===== src/rtl/bce_pkg.sv =====
package bce_pkg;

    localparam int unsigned CLASS_W = 4;

    // Class values are fixed by the instruction encoding
    localparam logic [CLASS_W-1:0] CLS_REGX = 4'd1;
    localparam logic [CLASS_W-1:0] CLS_IMM  = 4'd2;
    localparam logic [CLASS_W-1:0] CLS_REL  = 4'd5;
    localparam logic [CLASS_W-1:0] CLS_RELX = 4'd6;

    typedef enum logic [1:0] {
        TGT_NONE,
        TGT_ABSOLUTE,
        TGT_RELATIVE
    } tgt_kind_e;

    typedef struct packed {
        tgt_kind_e kind;
        logic      use_ptr;
    } tgt_sel_t;

    function automatic tgt_sel_t decode_class(input logic [CLASS_W-1:0] cls);
        tgt_sel_t s;
        s.kind    = TGT_NONE;
        s.use_ptr = 1'b0;
        case (cls)
            CLS_IMM:  s.kind = TGT_ABSOLUTE;
            CLS_REGX: begin s.kind = TGT_ABSOLUTE; s.use_ptr = 1'b1; end
            CLS_REL:  s.kind = TGT_RELATIVE;
            CLS_RELX: begin s.kind = TGT_RELATIVE; s.use_ptr = 1'b1; end
            default:  s.kind = TGT_NONE;
        endcase
        return s;
    endfunction

endpackage


===== src/rtl/bce_cond_eval.sv =====
module bce_cond_eval #(
    parameter int unsigned FLAG_W = 8,
    localparam int unsigned IDX_W = $clog2(FLAG_W),
    localparam int unsigned CODE_W = IDX_W + 1
) (
    input  logic [CODE_W-1:0] code,
    input  logic [FLAG_W-1:0] flags,
    output logic              pass
);
    logic [CODE_W-1:0] code_m1;
    logic [IDX_W-1:0]  idx;
    logic              want;
    logic [FLAG_W-1:0] match;

    assign code_m1 = code - 1'b1;
    assign idx     = code_m1[CODE_W-1:1];
    assign want    = ~code_m1[0];

    // One polarity comparator per flag; the index then picks one of them
    for (genvar g = 0; g < FLAG_W; g++) begin : g_match
        assign match[g] = (flags[g] == want);
    end

    always_comb begin
        if (code == '0) pass = 1'b1;
        else            pass = match[idx];
    end
endmodule


===== src/rtl/bce_target_gen.sv =====
module bce_target_gen
    import bce_pkg::*;
#(
    parameter int unsigned ADDR_W = 16
) (
    input  logic [CLASS_W-1:0] cls,
    input  logic [ADDR_W-1:0]  cur_pc,
    input  logic [ADDR_W-1:0]  operand,
    input  logic [ADDR_W-1:0]  ptr_val,
    output logic [ADDR_W-1:0]  target,
    output logic               is_branch
);
    tgt_sel_t          sel;
    logic [ADDR_W-1:0] src;
    logic [ADDR_W-1:0] rel_sum;

    assign sel       = decode_class(cls);
    assign src       = sel.use_ptr ? ptr_val : operand;
    assign rel_sum   = cur_pc + src;
    assign is_branch = (sel.kind != TGT_NONE);

    always_comb begin
        case (sel.kind)
            TGT_ABSOLUTE: target = src;
            TGT_RELATIVE: target = rel_sum;
            default:      target = '0;
        endcase
    end
endmodule


===== src/rtl/branch_cond_eval.sv =====
module branch_cond_eval
    import bce_pkg::*;
#(
    parameter int unsigned ADDR_W = 16,
    parameter int unsigned FLAG_W = 8,
    localparam int unsigned CODE_W = $clog2(FLAG_W) + 1
) (
    input  logic               clk,
    input  logic               rst,
    input  logic               br_valid,
    input  logic [CLASS_W-1:0] br_class,
    input  logic [CODE_W-1:0]  cond_code,
    input  logic [FLAG_W-1:0]  flags,
    input  logic [ADDR_W-1:0]  cur_pc,
    input  logic [ADDR_W-1:0]  seq_pc,
    input  logic [ADDR_W-1:0]  operand,
    input  logic [ADDR_W-1:0]  ptr_val,
    output logic               res_valid,
    output logic               taken,
    output logic [ADDR_W-1:0]  next_pc
);
    logic              cond_pass;
    logic              is_branch;
    logic [ADDR_W-1:0] target;
    logic              take_d;
    logic [ADDR_W-1:0] pc_d;

    bce_cond_eval #(.FLAG_W(FLAG_W)) u_cond (
        .code  (cond_code),
        .flags (flags),
        .pass  (cond_pass)
    );

    bce_target_gen #(.ADDR_W(ADDR_W)) u_tgt (
        .cls       (br_class),
        .cur_pc    (cur_pc),
        .operand   (operand),
        .ptr_val   (ptr_val),
        .target    (target),
        .is_branch (is_branch)
    );

    assign take_d = is_branch & cond_pass;
    assign pc_d   = take_d ? target : seq_pc;

    always_ff @(posedge clk) begin
        if (rst) begin
            res_valid <= 1'b0;
            taken     <= 1'b0;
            next_pc   <= '0;
        end else begin
            res_valid <= br_valid;
            if (br_valid) begin
                taken   <= take_d;
                next_pc <= pc_d;
            end
        end
    end


    latency_chk: assert property (@(posedge clk) disable iff (rst)
        br_valid |=> res_valid);


    uncond_taken_chk: assert property (@(posedge clk) disable iff (rst)
        (br_valid && cond_code == '0 &&
         (br_class == CLS_IMM || br_class == CLS_REGX ||
          br_class == CLS_REL || br_class == CLS_RELX)) |=> taken);


    fallthrough_chk: assert property (@(posedge clk) disable iff (rst)
        (res_valid && !taken) |-> next_pc == $past(seq_pc));


    non_branch_chk: assert property (@(posedge clk) disable iff (rst)
        (br_valid && br_class != CLS_IMM && br_class != CLS_REGX &&
         br_class != CLS_REL && br_class != CLS_RELX) |=> !taken);


    rel_target_chk: assert property (@(posedge clk) disable iff (rst)
        (br_valid && br_class == CLS_REL) |=>
        (!taken || next_pc == ADDR_W'($past(cur_pc) + $past(operand))));
endmodule


===== config.mk =====
export PLATFORM = sky130hd
export DESIGN_NAME = branch_cond_eval
export DESIGN_NICKNAME = d
export VERILOG_FILES = /design/src/rtl/bce_pkg.sv /design/src/rtl/bce_cond_eval.sv /design/src/rtl/bce_target_gen.sv /design/src/rtl/branch_cond_eval.sv
export SDC_FILE = /design/constraint.sdc
export NUM_CORES = 1
export LEC_CHECK = 0
export BUFFER_PORTS_ARGS = -buffer_cell sky130_fd_sc_hd__buf_4
export CORE_ASPECT_RATIO = 1.1
export CORE_MARGIN = 8
export CORE_UTILIZATION = 44
export CTS_CLUSTER_SIZE = 14
export DETAILED_ROUTE_END_ITERATION = 6
export PLACE_DENSITY_LB_ADDON = 0.15
export SKIP_LAST_GASP = 1
export SLEW_MARGIN = 40
export SYNTH_ARGS = -nofsm -noshare
export SYNTH_HDL_FRONTEND = slang
export SYNTH_HIERARCHICAL = 1
export SYNTH_SLANG_ARGS = --single-unit

===== constraint.sdc =====
create_clock -name clk -period 3.2 [get_ports clk]
set_clock_uncertainty 0.2 [all_clocks]
set_input_delay 0.16 -clock clk [delete_from_list [all_inputs] [get_ports clk]]
set_output_delay 0.16 -clock clk [all_outputs]
set_load 0.02 [all_outputs]

==> results of run 1 <==
[kinds of logic (layout without fill, tap and decap cells)]
group / Yosys count / after routing / synth area share [%]
AND/OR/NAND/NOR: 101 / 101 / 22.0
AO/OA/AOI/OAI: 94 / 94 / 30.2
buffers and inverters: 32 / 162 / 7.46
adder cells (fa/ha/maj): 21 / 21 / 11.3
multiplexers: 18 / 18 / 10.5
flip-flops: 18 / 18 / 15.0
XOR/XNOR: 9 / 9 / 3.60
[power by group]
group | switching, uW | total, uW | leakage, uW | internal, uW
Clock | 84.7 | 195 | 0.0000288 | 110
Sequential | 8.49 | 249 | 0.000149 | 241
Combinational | 276 | 568 | 0.00150 | 292
[synthesized netlist by cell type, drive strengths merged, types with 4 or more instances]
library cell  number  area (sq um)
dfxtp             18           360
nor3               5          30.0
nor2b              6          37.5
ha                20           250
o211ai             4          30.0
o21ai              9          45.0
nor2              29           116
buf               15           114
a21bo             16           160
clkbuf             5          20.0
nand2b             4          25.0
a22oi              6          45.0
xnor2              5          43.8
inv               12          45.0
xor2               4          42.6
mux2              16           199
nand2             15          56.3
a21oi             17          88.8
a21o               6          45.0
a311oi            16           140
nand3             27           135
[cell usage in the layout, fill, tap and decap left out, drive strengths merged, types with 5 or more instances in the layout]
cell	netlist	layout
dfxtp	18	18
a21bo	16	16
a311oi	16	16
xnor2	5	5
a22oi	6	6
mux2	16	16
o21ai	9	9
nor2b	6	6
ha	20	20
a21o	6	6
nor2	29	29
nor3	5	5
a21oi	17	17
nand2	15	15
buf	15	146
nand3	27	27
inv	12	12
[sequential cells by signal, summed over array words and instances (netlist names)]
name / count
taken: 1
res_valid: 1
next_pc: 16
[per-stage QoR]
step / std cells / cell area, sq um / power (uW) / hold WS [ns] / setup WS, ns
floorplan: 293 / 2400 / 574 / 0.217 / 0.0565
global placement: 493 / 3460 / 796 / 0.264 / -0.173
detailed placement: 493 / 3460 / 802 / 0.266 / -0.288
CTS: 497 / 3520 / 996 / 0.00124 / 0.0196
global route: 498 / 3560 / 1070 / 0.0255 / -0.0275
finish: 498 / 3560 / 1010 / 0.0176 / 0.0621
[metal layers]
layer	vias to the layer above	share of wire [%]	GRT usage, %	wire length [um]
met4	0	1.0	4.89	82
met1	1271	41	20.6	3270
li1	1365	-	-	-
met5	-	0	0	0
met2	84	52	34.7	4210
met3	8	6.2	3.77	499
[cell type report]
type | instances | area, sq um
repair buffers | 146 | 1110
well taps | 75 | 93.8
fillers | 509 | 1770
inverters | 12 | 45.0
flip-flops and latches | 18 | 360
multi-input cells | 243 | 1900
clock buffers | 4 | 55.1
[path summary, 6_finish.rpt]
| kind | start | endpoint | slack [ns] | cells after the start |
|---|---|---|---|---|
| min reg2reg | taken | taken | 0.28 | 2 |
| max reg2reg | next_pc[10] | next_pc[10] | 2.19 | 2 |
| min | rst | taken | 0.02 | 2 |
| max | br_class[1] | next_pc[10] | 0.06 | 13 |
[what timing repair did]
action                                  CTS  global route
hold buffers                              0             0
buffers inserted                          0             1
endpoints found under the setup margin    1             8
pin swaps                                 0             2
resized for setup                         1             7
==> flow_summary.ini, run 1 <==
[status]
status = completed

[timing]
min_period_over_period_pct = 98.1
setup_violations = 0
max_clock_freq_mhz = 319
hold_viol = 0
slew_headroom_pct = 73.0
maxSlewViolCount = 0
finalSetupTns_ns = 0
period_minus_slack_ns = 3.14
worst_slew_pin_slew_ns = 0.401

[global_route]
grt_pass1_wl_mm = 12.5
grt_use_total_pct = 18.6
grt-ovfl-total = 0
grt_pass1_vias = 2716
antenna_found_initial = 0
grt_max_degree = 36

[die]
rows = 28
start_util_pct = 45.0
dieArea_sq_um = 8070
die-width_um = 86.4
coreArea_sq_um = 5330
boundaryPins = 101
fp.dieH_um = 93.4

[route]
drc_errors = 0
dr_total_vias = 2728
drt-total-wl_mm = 8.06
wl_per_cell_um = 16.2
drt-pass1-iter-count = 4
ant_nets = 0
vias_per_cell = 5.48
drt_iter0_drc = 80

[setup_path]
critPathArrivalTime_ns = 3.11
path_class = input pin to flop
cp_cell_sequence = buf_4 > and4bb_2 > nor2_4 > buf_4 > mux2_2 > ha_1 > a21oi_1 > o22ai_2 > o21bai_2 > or4_1 > nand3_1 > nand3_1 > a311oi_2
cp_max_fo = 6
crit_path_start_kind = input pin
critPathSlowestCell = or4_1
endpoint_kind = flop
worst-path-buf-inv = 2
slowest_delay_ns = 0.49
required_ns = 3.17
cp_top_family = simple AND/OR/NAND/NOR gates

[place]
hpwlAfterDp_mm = 6.69
port_buffers = 100
place_congestion = 0.889

[clock_network]
cts_tree = yes
cts_num_sinks = 18
clk_latency_ns = 0.26
cts-buffers-inserted = 3
htree_levels = 1
cts-root-buf = clkbuf_8
clock_path_buffers = 2
clkTransAtPathRegs_ns = 0.07

[finish]
finalNetCount = 528
drive_above_1_share_pct = 43.0
area_growth_pct = 48.4
n_antenna_cell = 0
finish.utilization_pct = 66.8

[yosys]
yosysWarnings = 6
synth_edf_count = 0
synth-seq-area-share_pct = 15.0
ys.flop_type = dfxtp_1
synth_nets = 397
synth_seq_cells = 18
synth_cells = 293
yosysUniqueCellTypes = 55
synth_area_sq_um = 2400
avgSynthCellArea_sq_um = 8.19
async_flop_share_pct = 0

[power_and_ir_drop]
vdd_drop_max_mv = 0.195
p_leak_uw = 0.00168
power.density_nw_per_um2 = 284

[worst_hold_path]
min_path_type = input pin to flop

[flow_run]
max_cap_violations = 0
No activity file was read; power rests on OpenSTA's default activity.
==> run 2, diff against run 1 <==
CORE_UTILIZATION = 25   (was 44)
MAX_ROUTING_LAYER = met4   (was default)
==> run 2 against run 1 <==
Critical path depth increased by 1. Count of clock-buffer cells in the layout fell by 1. Highest routed layer unchanged. Die area rose by 61%. Sequential cell count did not move. Wire length increased by 1.1%. Largest power group unchanged. Sequential share of layout area decreased by 0.39 points. Global-route usage shrank 6.1 points. Maximum frequency rose by 1.7%. Via count is 2.0% lower. Non-clock buffer count is 4 higher. Clock power shrank 20%. Cell count is 9.0% higher.
==> flow_summary.ini, run 2 (synthesized netlist as in run 1, its figures left out) <==
[route]
wl_per_cell_um = 15.0
vias_per_cell = 4.92
drt_iter0_drc = 154
wl_met2_mm = 3.86
met1Wirelength_mm = 3.79
drc_errors = 0
drt-pass1-iter-count = 4
dr_total_vias = 2674
ant_nets = 0
met3_length_um = 420
top_layer = met4
drt-total-wl_mm = 8.15

[power_and_ir_drop]
seqPwrFrac_pct = 25.2
p_leak_uw = 0.00169
power_frac_clock_pct = 15.8
internal-power_uw = 633
power.density_nw_per_um2 = 267
p_switching_uw = 355
vdd_drop_max_mv = 0.129
combinationalPowerShare_pct = 59.0
swShare_pct = 35.9

[timing]
hold_viol = 0
setup_violations = 0
layout_setup_ws_ns = 0.115
rsz0062_at_grt = true
max_clock_freq_mhz = 324
worst_slew_pin_slew_ns = 0.524
maxSlewViolCount = 0
finalSetupTns_ns = 0
min_period_over_period_pct = 96.4
slew_headroom_pct = 65.0
period_minus_slack_ns = 3.09

[setup_path]
cp-endpoint = next_pc[11]
ff2ff_setup_slack_ns = 2.28
cp_cell_sequence = buf_4 > and4bb_2 > nor2_4 > buf_4 > mux2_4 > ha_4 > a211oi_1 > buf_4 > o211ai_1 > nand3b_1 > a211o_1 > nand3_1 > nand3_1 > a311oi_1
path_class = input pin to flop
crit_path_start_kind = input pin
required_ns = 3.16
r2r_cells = 2
cp_max_fo = 4
setup.worst_path.start = br_class[1]
slowest_delay_ns = 0.35
r2r_end = next_pc[15]
endpoint_kind = flop
critPathSlowestCell = o211ai_1
critPathArrivalTime_ns = 3.05
r2r_start = next_pc[15]
cp_common_cell = buf_4

[global_route]
grt_max_degree = 36
grt_pass1_vias = 2738
grt-ovfl-total = 0
grt_pass1_wl_mm = 13.2
grt_use_total_pct = 12.5
antenna_found_initial = 0

[finish]
multi_input_area_sq_um = 1970
largest_reg_flops = 16
top_register = next_pc
area_growth_pct = 54.3
stdcell_area_sq_um = 3700
top_regs = next_pc: 16 flops, res_valid: 1 flops, taken: 1 flops
finalNetCount = 532
layout_common_cells = 149 x buf_4, 28 x nor2_1, 27 x nand3_1
fillers = 978
layout_commonest_cell = buf_4
drive_above_1_share_pct = 44.8
seq_area_sq_um = 360
n_antenna_cell = 0
final_cells = 543

[die]
start_util_pct = 25.6
fp.dieH_um = 119
boundaryPins = 101
die-width_um = 109
coreArea_sq_um = 9350
dieArea_sq_um = 13000
rows = 37

[clock_network]
cts_tree = yes
cts_setup_buffers = 0
cts_num_sinks = 18
clock_path_buffers = 2
cts-root-buf = clkbuf_8
postCtsHoldBufs = 0
clk_latency_ns = 0.25
htree_levels = 1
cts-buffers-inserted = 3
clkTransAtPathRegs_ns = 0.07

[place]
placed_area_sq_um = 3550
port_buffers = 100
place_ws_ns = -0.258
dpl.cell_count = 540
place_congestion = 0.886
hpwlAfterDp_mm = 6.99

[worst_hold_path]
min_path_type = input pin to flop

[flow_run]
max_cap_violations = 0

[status]
status = completed
-- run 2: cell types whose count changed in the layout (fill, tap and decap cells not counted), moves of 2 or more --
cell / before / now
ha_4: 0 / 5
a311oi_2: 2 / 0
a311oi_1: 14 / 16
buf_4: 145 / 149
ha_1: 20 / 15
-- run 2: what timing repair did --
| item | CTS | global route |
|---|---|---|
| endpoints found under the setup margin | 1 | 7 |
| pin swaps | 0 | 9 |
| resized for setup | 1 | 16 |
-- run 2: layout make-up --
class / count / share of cell area, %
inverter: 12 / 1.22
sequential: 18 / 9.74
multi-input combinational: 243 / 53.2
clock buffer: 3 / 1.12
tap: 117 / 3.96
timing repair buffer: 150 / 30.8
-- run 2: worst min-delay path by stage --
stage / start / endpoint / slack [ns] / depth (start not counted)
2_1_floorplan: rst / next_pc[0] / 0.22 / 2
3_3_place_gp: taken / taken / 0.26 / 2
3_5_place_dp: taken / taken / 0.27 / 2
4_1_cts: rst / next_pc[7] / 0.02 / 2
5_1_grt: rst / next_pc[0] / 0.04 / 2
6_report: rst / next_pc[2] / 0.03 / 2
-- run 2: metal layers --
metal,track usage (%),vias to the layer above
met1,16.4,1229
met3,1.52,8
met2,19.9,56
met5,-,-
li1,-,1381
met4,2.37,0
-- run 2: power by group through the flow --
stage          sequential (uW)  clock (uW)  combinational [uW]
4_1_cts                    249         160                 558
3_3_place_gp               255           0                 556
5_1_grt                    251         166                 640
3_5_place_dp               254           0                 555
2_1_floorplan              274           0                 300
6_report                   249         156                 582
-- run 2: critical path, delay by kind of cell --
family,cells,cell delay (ns)
AND/OR/NAND/NOR,5,0.83
multiplexers,1,0.33
adder cells (fa/ha/maj),1,0.27
buffers and inverters,3,0.44
AO/OA/AOI/OAI,4,1.00
-- run 2: stage by stage --
stage               utilization, %  hold slack [ns]  power [uW]
global placement              38.0            0.264         811
detailed placement            38.0            0.274         810
CTS                           38.4           0.0246         968
finish                        39.6           0.0348         987
floorplan                        -            0.217         574
global route                  39.6           0.0357        1060
==> run 3, diff against run 2 <==
CELL_PAD_IN_SITES_DETAIL_PLACEMENT = 1   (was default)
CELL_PAD_IN_SITES_GLOBAL_PLACEMENT = 2   (was default)
CORE_MARGIN = 1.5   (was 8)
CORE_UTILIZATION = 24   (was 25)
==> run 3 against run 2 <==
Die area decreased by 18%. Sequential share of layout area hardly changed. Hold slack worse by 0.012 ns. Register-to-register slack about the same. Cell count rose by 2.2%. Count of clock-buffer cells in the layout grew 1. Via count increased by 2.5%. Worst setup slack better by 0.029 ns.
==> flow_summary.ini, run 3 (synthesized netlist as in run 1, its figures left out) <==
[place]
hpwlAfterDp_mm = 7.07
placed_area_sq_um = 3600
port_buffers = 100
place_congestion = 0.822

[route]
drt-total-wl_mm = 8.59
drt_iter0_drc = 91
dr_total_vias = 2742
wl_per_cell_um = 15.5
ant_nets = 0
vias_per_cell = 4.94
drc_errors = 0
drt-pass1-iter-count = 4

[status]
status = completed

[global_route]
grt_use_total_pct = 16.6
grt-ovfl-total = 0
antenna_found_initial = 0
grt_pass1_wl_mm = 14.1
grt_max_degree = 36
grt_pass1_vias = 2834

[timing]
hold_viol = 0
setup_violations = 0
finalSetupTns_ns = 0
period_minus_slack_ns = 3.06
worst_slew_pin_slew_ns = 0.402
slew_headroom_pct = 73.2
min_period_over_period_pct = 95.5
max_clock_freq_mhz = 327
maxSlewViolCount = 0
rsz0062_at_grt = true

[flow_run]
max_cap_violations = 0

[power_and_ir_drop]
p_leak_uw = 0.00174
vdd_drop_max_mv = 0.125
power.density_nw_per_um2 = 280

[clock_network]
htree_levels = 1
clock_path_buffers = 2
clk_latency_ns = 0.26
postCtsHoldBufs = 0
clkTransAtPathRegs_ns = 0.07
cts-root-buf = clkbuf_8
cts_num_sinks = 18
cts-buffers-inserted = 3
cts_tree = yes

[setup_path]
r2r_end = next_pc[15]
r2r_cells = 2
crit_path_start_kind = input pin
required_ns = 3.17
path_class = input pin to flop
endpoint_kind = flop
r2r_start = next_pc[15]
critPathArrivalTime_ns = 3.03
cp_max_fo = 6
ff2ff_setup_slack_ns = 2.27

[worst_hold_path]
min_path_type = input pin to flop
whs_path_depth = 2
hp-start = rst
hold_end = taken

[finish]
finalNetCount = 540
layout_common_cells = 156 x buf_4, 28 x nor2_1, 27 x nand3_1
n_antenna_cell = 0
finish.utilization_pct = 38.0
top_regs = next_pc: 16 flops, res_valid: 1 flops, taken: 1 flops
largest_reg_flops = 16
top_register = next_pc
layout_commonest_cell = buf_4
stdcell_area_sq_um = 3720
area_growth_pct = 55.0
drive_above_1_share_pct = 45.1

[die]
boundaryPins = 101
dieArea_sq_um = 10600
start_util_pct = 24.5
rows = 38
coreArea_sq_um = 9790
die-width_um = 98.3
fp.dieH_um = 108
run 3: critical path, stage by stage:
cell	delay (ns)
buf_4	0.13
nor4b_4	0.35
nor2_4	0.10
mux2_4	0.32
ha_1	0.22
fa_1	0.42
a21oi_1	0.26
o22ai_2	0.16
o21bai_2	0.27
a21oi_1	0.11
o211ai_1	0.18
nand3_1	0.10
a311oi_1	0.25
run 3: metal layers:
layer | wire length [um] | GRT usage [%]
met1 | 4160 | 22.8
met3 | 261 | 1.10
met4 | 53 | 2.72
met5 | 0 | -
met2 | 4120 | 27.3
run 3: timing repair:
item	CTS	global route
buffers inserted	0	2
setup endpoints to repair	1	8
gates resized for setup	1	13
pin swaps	0	3
run 3: worst max path at each step:
stage / start / endpoint / slack (ns) / depth (start not counted)
floorplan: br_class[1] / next_pc[12] / 0.06 / 13
global placement: br_class[1] / next_pc[14] / -0.24 / 13
detailed placement: br_class[1] / next_pc[14] / -0.29 / 13
CTS: br_class[1] / next_pc[12] / 0.01 / 13
global route: br_class[1] / next_pc[8] / -0.07 / 13
finish: br_class[1] / next_pc[12] / 0.14 / 13
run 3: report_power, final:
part,switching [uW],total [uW],internal [uW]
sequential,8.92,250,241
combinational,286,599,313
clock,82.0,191,109
total,376,1040,663
run 3: area by class of cell:
class | instances | area (sq um)
inverters | 12 | 45.0
flip-flops and latches | 18 | 360
well taps | 120 | 150
clock buffers | 4 | 55.1
multi-input cells | 243 | 1910
fillers | 1207 | 6080
repair buffers | 158 | 1200
run 3: per-stage QoR:
| stage | hold WS, ns | cells | power [uW] | setup WS, ns |
|---|---|---|---|---|
| 2_1_floorplan | 0.217 | 293 | 574 | 0.0565 |
| 3_3_place_gp | 0.260 | 549 | 828 | -0.236 |
| 3_5_place_dp | 0.271 | 549 | 835 | -0.286 |
| 4_1_cts | 0.0239 | 553 | 1030 | 0.0106 |
| 5_1_grt | 0.0416 | 555 | 1120 | -0.0684 |
| 6_report | 0.0231 | 555 | 1040 | 0.144 |
